`config.mk`:
```
export PLATFORM = sky130hd
export DESIGN_NAME = mvi_sequencer
export DESIGN_NICKNAME = d
export VERILOG_FILES = /design/src/rtl/mvi_sequencer.sv
export SDC_FILE = /design/constraint.sdc
export NUM_CORES = 1
export LEC_CHECK = 0
export ABC_AREA = 1
export BUFFER_PORTS_ARGS = -buffer_cell sky130_fd_sc_hd__buf_2
export CAP_MARGIN = 10
export CORE_ASPECT_RATIO = 2
export CORE_MARGIN = 2
export CORE_UTILIZATION = 50
export CTS_CLUSTER_SIZE = 40
export DETAILED_ROUTE_END_ITERATION = 8
export GPL_ROUTABILITY_DRIVEN = 0
export GPL_TIMING_DRIVEN = 0
export PLACE_DENSITY = 0.87
export SLEW_MARGIN = 20
export SYNTH_ARGS = -nofsm -noshare
export SYNTH_HDL_FRONTEND = slang
export SYNTH_SLANG_ARGS = --single-unit
```
`constraint.sdc`:
```
create_clock -name clk -period 1.5 [get_ports clk]
set_clock_uncertainty 0.15 [all_clocks]
set_input_delay 0.075 -clock clk [delete_from_list [all_inputs] [get_ports clk]]
set_output_delay 0.075 -clock clk [all_outputs]
set_load 0.02 [all_outputs]
```
`src/rtl/mvi_sequencer.sv`:
```
module mvi_sequencer #(
  parameter int PAGE_W = 3,
  parameter int DW     = 8
) (
  input  logic                 clk,
  input  logic                 rst_n,
  input  logic                 start,
  input  logic                 is_load,
  input  logic [DW-1:0]        ptr_cell,
  input  logic [DW-1:0]        acc_in,
  input  logic                 cur_page_en,
  input  logic [PAGE_W-1:0]    cur_page,
  input  logic [PAGE_W-1:0]    load_page,
  input  logic [PAGE_W-1:0]    store_page,
  output logic                 mem_en,
  output logic                 mem_we,
  output logic [PAGE_W+DW-1:0] mem_addr,
  output logic [DW-1:0]        mem_wdata,
  input  logic [DW-1:0]        mem_rdata,
  output logic                 busy,
  output logic                 done,
  output logic [DW-1:0]        result
);
  typedef enum logic [2:0] {S_IDLE, S_PRD, S_PWR, S_DATA, S_DONE} state_t;

  state_t             st;
  logic               load_q;
  logic [DW-1:0]      cell_q, acc_q, ptr_q, res_q;
  logic [PAGE_W-1:0]  ppage_q, dpage_q;

  always_ff @(posedge clk) begin
    if (!rst_n) begin
      st      <= S_IDLE;
      load_q  <= 1'b0;
      cell_q  <= '0;
      acc_q   <= '0;
      ptr_q   <= '0;
      res_q   <= '0;
      ppage_q <= '0;
      dpage_q <= '0;
    end else begin
      unique case (st)
        S_IDLE: if (start) begin
          load_q  <= is_load;
          cell_q  <= ptr_cell;
          acc_q   <= acc_in;
          ppage_q <= cur_page_en ? cur_page : '0;
          dpage_q <= is_load ? load_page : store_page;
          st      <= S_PRD;
        end
        S_PRD:  st <= S_PWR;
        S_PWR: begin
          ptr_q <= mem_rdata;
          st    <= S_DATA;
        end
        S_DATA: st <= S_DONE;
        S_DONE: begin
          if (load_q) res_q <= mem_rdata;
          st <= S_IDLE;
        end
        default: st <= S_IDLE;
      endcase
    end
  end

  assign busy      = (st != S_IDLE);
  assign done      = (st == S_DONE);
  assign mem_en    = (st == S_PRD) || (st == S_PWR) || (st == S_DATA);
  assign mem_we    = (st == S_PWR) || ((st == S_DATA) && !load_q);
  assign mem_addr  = (st == S_DATA) ? {dpage_q, ptr_q} : {ppage_q, cell_q};
  assign mem_wdata = (st == S_PWR)  ? mem_rdata + DW'(1) :
                     (st == S_DATA) ? acc_q : '0;
  assign result    = (done && load_q) ? mem_rdata : res_q;
endmodule

```
==> results of run 1 <==
[repair_timing]
item,in CTS,in global routing
pin swaps,9,16
hold endpoints to repair,34,0
gates resized for setup,95,104
hold buffers,36,0
endpoints found under the setup margin,31,59
cloned,2,2
buffers inserted,7,12
[layout make-up]
class	instances	area (µm²)
fill	145	280
timing repair buffer	122	1080
tap	52	65.1
buffer	14	143
inverter	52	209
clock buffer	6	82.6
sequential	42	852
clock inverter	2	60.1
multi-input combinational	237	1320
[power by group]
| part | total (W) | switching [W] | internal [W] | leakage, nW |
|---|---|---|---|---|
| registers | 0.00127 | 0.0000709 | 0.00120 | 0.347 |
| clock network | 0.00115 | 0.000438 | 0.000710 | 0.0714 |
| logic | 0.00108 | 0.000619 | 0.000462 | 1.58 |
| total | 0.00350 | 0.00113 | 0.00237 | 2.00 |
[stage by stage]
stage | area (µm²) | hold WS, ns | worst slack, ns
after floorplan | 2130 | 0.0599 | 0.00290
after global placement | 2530 | 0.146 | -0.118
after detailed placement | 2530 | 0.152 | -0.116
after CTS | 3370 | 0.00759 | -0.199
after global routing | 3810 | 0.0266 | -0.313
final | 3810 | 0.00394 | -0.287
[metal layers]
metal	share of wire [%]	track usage (%)	wire, µm
met1	31	33.1	3530
met5	0	0	0
met4	10	28.5	1130
met2	50	62.0	5590
met3	9.1	7.85	1020
[cells in the mapped netlist (all sizes together)]
cell type and count:
o21ai 25, dfxtp 42, nand3 11, o22ai 1
nand2 104, clkbuf 6, and3 1, ha 1
nor2 72, a21oi 5, buf 9, inv 51
nand4 16, clkinv 1, nor3 1
[worst min-delay path by stage]
| stage | start | endpoint | depth (start not counted) |
|---|---|---|---|
| global route | load_page[1] | dpage_q[1]$_SDFFE_PN0P_ | 5 |
| finish | load_page[2] | dpage_q[2]$_SDFFE_PN0P_ | 5 |
| detailed placement | ptr_cell[2] | cell_q[2]$_SDFFE_PN0P_ | 3 |
| global placement | ptr_cell[5] | cell_q[5]$_SDFFE_PN0P_ | 3 |
| floorplan | ptr_cell[1] | cell_q[1]$_SDFFE_PN0P_ | 2 |
| CTS | cur_page_en | ppage_q[2]$_SDFFE_PN0P_ | 5 |
[kinds of logic (layout without fill, tap and decap cells)]
group,after synthesis,count (layout),synth area share [%]
DFF,42,42,39.4
AOI/OAI and AO/OA,31,31,7.33
adders and majority gates,1,1,0.586
buffers and inverters,67,196,12.9
and+or+nand+nor,205,205,39.8
[worst reg2reg max path: cells and delay by family (launching register included)]
kind | cells | cell delay (ns)
AO/OA/AOI/OAI | 1 | 0.24
buffers and inverters | 4 | 0.49
flip-flops | 1 | 0.38
AND/OR/NAND/NOR | 2 | 0.25
[flip-flops by register name, indices dropped and copies added, names as in the netlist]
name and count:
load_q 1, cell_q 8, st 3, ppage_q 3
ptr_q 8, dpage_q 3, res_q 8, acc_q 8
==> impl_metrics.tcl, run 1 <==
set metrics [dict create \
    final_common_cell "nand2_1" \
    crit_chain "nor2_4 -> nand2_4 -> buf_8 -> nor2_4 -> nand2_2 -> nand3_2 -> buf_6" \
    cp_max_fo 5 \
    synth-seq-cells 42 \
    worstPathRequired_ns 1.27 \
    ant_nets 0 \
    cp_common_cell "nor2_4" \
    ys_top_cells_by_area "dfxtp_1 (39%), nand2_1 (18%), nor2_1 (12%), inv_1 (8.8%), o21ai_0 (5.6%)" \
    drc 2 \
    placementRows 33 \
    start_util_pct 52.2 \
    grtUsageTotal_pct 34.8 \
    worstSetupStartpointType "flip-flop" \
    detailroute.via_count 3166 \
    diodes 0 \
    worst_pin_slew_ns 0.483 \
    final_cells 527 \
    first_iter_violations 298 \
    powerDensity_nw_per_um2 919 \
    reg2reg_to "ptr_q[7]$_SDFFE_PN0N_" \
    ir_drop_mv 0.918 \
    chipWidth_um 50.2 \
    antenna_found_initial 0 \
    p_leak_nw 2.00 \
    wl_per_cell_um 21.4 \
    path_buf_inv 2 \
    avgSynthCellArea_um2 6.17 \
    failed_checks "design-rule violations, negative setup slack" \
    cts_tree "built" \
    clock_sinks 42 \
    syn2layout_area_growth_pct 78.4 \
    hold_class "input pin to flip-flop" \
    critPathCaptureType "primary output" \
    core_area_um2 4090 \
    grt_pass1_vias 2747 \
    seq_area_frac_synth_pct 39.4 \
    netlist.top_cell.by_area "dfxtp_1" \
    period_minus_slack_ns 1.79 \
    final_cell_mix "nand2_1 (78), nor2_1 (63), inv_1 (45), buf_2 (40), dfxtp_1 (39)" \
    finalPower_w 0.00350 \
    critPathSlowestCell "dfxtp_4" \
    crit_path_end "mem_wdata[7]" \
    clockRootBuffer "clkbuf_8" \
    final.setup.worst_slack_ns -0.287 \
    max-cap-violations 0 \
    fp.dieH_um 96.4 \
    arrival_ns 1.56 \
    post-route-util_pct 93.1 \
    grt_setup_unrepaired "yes" \
    via_per_inst 6.01 \
    ios 69 \
    gr-total-overflow 0 \
    yosysWarnings 0 \
    grt_start_max_net_pins 14 \
    dp.cells 465 \
    die-area_um2 4840 \
    drive_gt1_share_pct 37.3 \
    syn_nets 385 \
    path_depth 7 \
    synth_cells 346 \
    r2r_slack_ns -0.13 \
    report.final.setup_viol 55 \
    r2r_start "st[1]$_SDFFE_PN0P_" \
    clk_pin_slew_worst_paths_ns 0.09 \
    hold_violations 0 \
    clock_path_buffers 2 \
    routed_wl_um 11300 \
    final_nets 513 \
    path_class "flip-flop to primary output" \
    synth_top_area_share_pct 39.4 \
    relSlewSlack_pct 67.4 \
    max_stage_delay_ns 0.39 \
    period_share_pct 119 \
    grt_pass1_wl_um 12500 \
    portBuffers 67 \
    max_freq_mhz 560 \
    crit_start "st[2]$_SDFFE_PN0P_" \
    h-tree-depth 2 \
    rr_worst_depth 7 \
    drv_slew 0 \
    insertion_delay_ns 0.32 \
    dpl.hpwl_um 4150 \
    synth_area_um2 2130 \
    outcome "complete, but fails checks" \
    cts_buffers 5 \
    synth_cell_types 23 \
    fin_tns_setup_ns -7.51 \
    critical-path-top-delay-family "simple AND/OR/NAND/NOR gates" \
    drt_first_pass_iters 8 \
]
No activity file was read; power rests on OpenSTA's default activity.
==> run 2: changes to the inputs <==
Settings changed: CORE_MARGIN 2 to not set.
==> run 2 against run 1 <==
Net effect:
- the run ends with negative hold slack, negative setup slack left
- first-iteration DRC count fell by 5.0%
- via count rose by 4.5%
- global-route usage rose by 7.2 points
- largest power group unchanged
- clock-buffer cell count did not move
==> impl_metrics.tcl, run 2 (synthesized netlist as in run 1, its figures left out) <==
set metrics [dict create \
    hold_class "input pin to flip-flop" \
    ant_nets 0 \
    period_minus_slack_ns 1.85 \
    outcome "complete, but fails checks" \
    die-area_um2 4550 \
    via_per_inst 6.22 \
    cts_buffers 5 \
    drive_gt1_share_pct 36.0 \
    rr_worst_depth 8 \
    antenna_found_initial 1 \
    cts_tree "built" \
    final_cell_mix "nand2_1 (85), nor2_1 (63), inv_1 (47), dfxtp_1 (39), buf_2 (37)" \
    routed_wl_um 11900 \
    r2r_start "st[0]$_SDFFE_PN0P_" \
    gr-total-overflow 0 \
    fill_cells 135 \
    p_leak_nw 1.98 \
    powerDensity_nw_per_um2 828 \
    cp_max_fo 7 \
    worst_pin_slew_ns 0.450 \
    grtUsageTotal_pct 42.0 \
    grt_pass1_vias 2890 \
    whs_ns -0.0507 \
    chipWidth_um 48.2 \
    path_class "flip-flop to primary output" \
    clockRootBuffer "clkbuf_8" \
    diodes 0 \
    post-route-util_pct 92.7 \
    worstSetupStartpointType "flip-flop" \
    final_cells 532 \
    wl_per_cell_um 22.3 \
    detailroute.via_count 3308 \
    fp.dieH_um 94.4 \
    drt_first_pass_iters 6 \
    worstPathRequired_ns 1.27 \
    dp.cells 465 \
    hold_violations 2 \
    reg2reg_to "res_q[5]$_SDFFE_PN0P_" \
    failed_checks "negative hold slack, negative setup slack" \
    hold_end "dpage_q[1]$_SDFFE_PN0P_" \
    relSlewSlack_pct 69.7 \
    grt_setup_unrepaired "yes" \
    final_nets 520 \
    period_share_pct 123 \
    placementRows 33 \
    grt_pass1_wl_um 13400 \
    multi_input_area_um2 1290 \
    portBuffers 67 \
    start_util_pct 52.2 \
    ir_drop_mv 0.890 \
    final_common_cell "nand2_1" \
    max_freq_mhz 540 \
    whs_path_depth 5 \
    first_iter_violations 283 \
    dpl.hpwl_um 4120 \
    finalPower_w 0.00314 \
    clock_path_buffers 2 \
    core_area_um2 4090 \
    hp-start "load_page[1]" \
    clk_pin_slew_worst_paths_ns 0.10 \
    max-cap-violations 0 \
    report.final.setup_viol 43 \
    seq_area_um2 852 \
    syn2layout_area_growth_pct 77.5 \
    arrival_ns 1.63 \
    h-tree-depth 2 \
    critPathCaptureType "primary output" \
    grt_start_max_net_pins 12 \
    ios 69 \
    drv_slew 0 \
    clock_sinks 42 \
    insertion_delay_ns 0.31 \
    r2r_slack_ns -0.21 \
    final.setup.worst_slack_ns -0.352 \
    drc 0 \
]
-- run 2: cell types whose count changed in the layout (fill, tap and decap cells not counted), moves of 3 or more --
cell and change:
o21ai_2 -6, buf_4 +14, nand2_2 -5, dlygate4sd3_1 -3, nand2_1 +7, buf_2 -3, buf_6 -3
-- run 2: worst max-delay path, cell delays in order (launching register included) --
cell      delay (ns)
dfxtp_4         0.42
nand2_4         0.08
nor2_4          0.14
buf_12          0.17
clkinv_8        0.09
o21ai_1         0.22
buf_4           0.19
-- run 2: worst max path at each step --
stage	startpoint	slack, ns	end
floorplan	st[1]$_SDFFE_PN0P_	0.003	mem_wdata[1]
global placement	st[2]$_SDFFE_PN0P_	-0.12	mem_wdata[3]
detailed placement	st[1]$_SDFFE_PN0P_	-0.15	mem_addr[8]
CTS	st[0]$_SDFFE_PN0P_	-0.17	mem_wdata[7]
global route	st[0]$_SDFFE_PN0P_	-0.52	result[5]
finish	st[1]$_SDFFE_PN0P_	-0.35	mem_we
-- run 2: cell type report --
class / count / area share, %
Multi-Input combinational cell: 237 / 33.9
Timing Repair Buffer: 128 / 29.6
Sequential cell: 42 / 22.5
Inverter: 52 / 5.71
Buffer: 15 / 4.32
Clock buffer: 6 / 2.18
Tap cell: 52 / 1.72
-- run 2: per-layer routing --
| metal | vias to the layer above | GRT usage [%] | part of all wire, % |
|---|---|---|---|
| met5 | - | 4.29 | 0 |
| met4 | 0 | 31.0 | 11 |
| met3 | 139 | 17.4 | 12 |
| met2 | 382 | 63.8 | 47 |
| met1 | 1460 | 42.7 | 31 |
| li1 | 1327 | - | - |
-- run 2: metrics by stage --
stage	instance area, µm²	setup slack [ns]	setup TNS (ns)
2_1_floorplan	2130	0.00290	0
3_3_place_gp	2530	-0.120	-1.48
3_5_place_dp	2530	-0.149	-1.99
4_1_cts	3440	-0.168	-3.22
5_1_grt	3790	-0.515	-11.07
6_report	3790	-0.352	-8.15
-- run 2: what timing repair did --
item                                   CTS  global route
hold buffers                            33             0
pin swaps                               14            14
endpoints found under the hold margin   31             0
setup endpoints to repair               31            62
buffers inserted                        20             9
cloned                                   2             1
gates resized for setup                111            76
-- run 2: report_power, final --
part	switching [W]	internal, W	total, W	leakage [nW]
Combinational	0.000623	0.000473	0.00110	1.59
Sequential	0.0000656	0.00120	0.00127	0.347
Clock	0.000420	0.000356	0.000776	0.0431
Total	0.00111	0.00203	0.00314	1.98
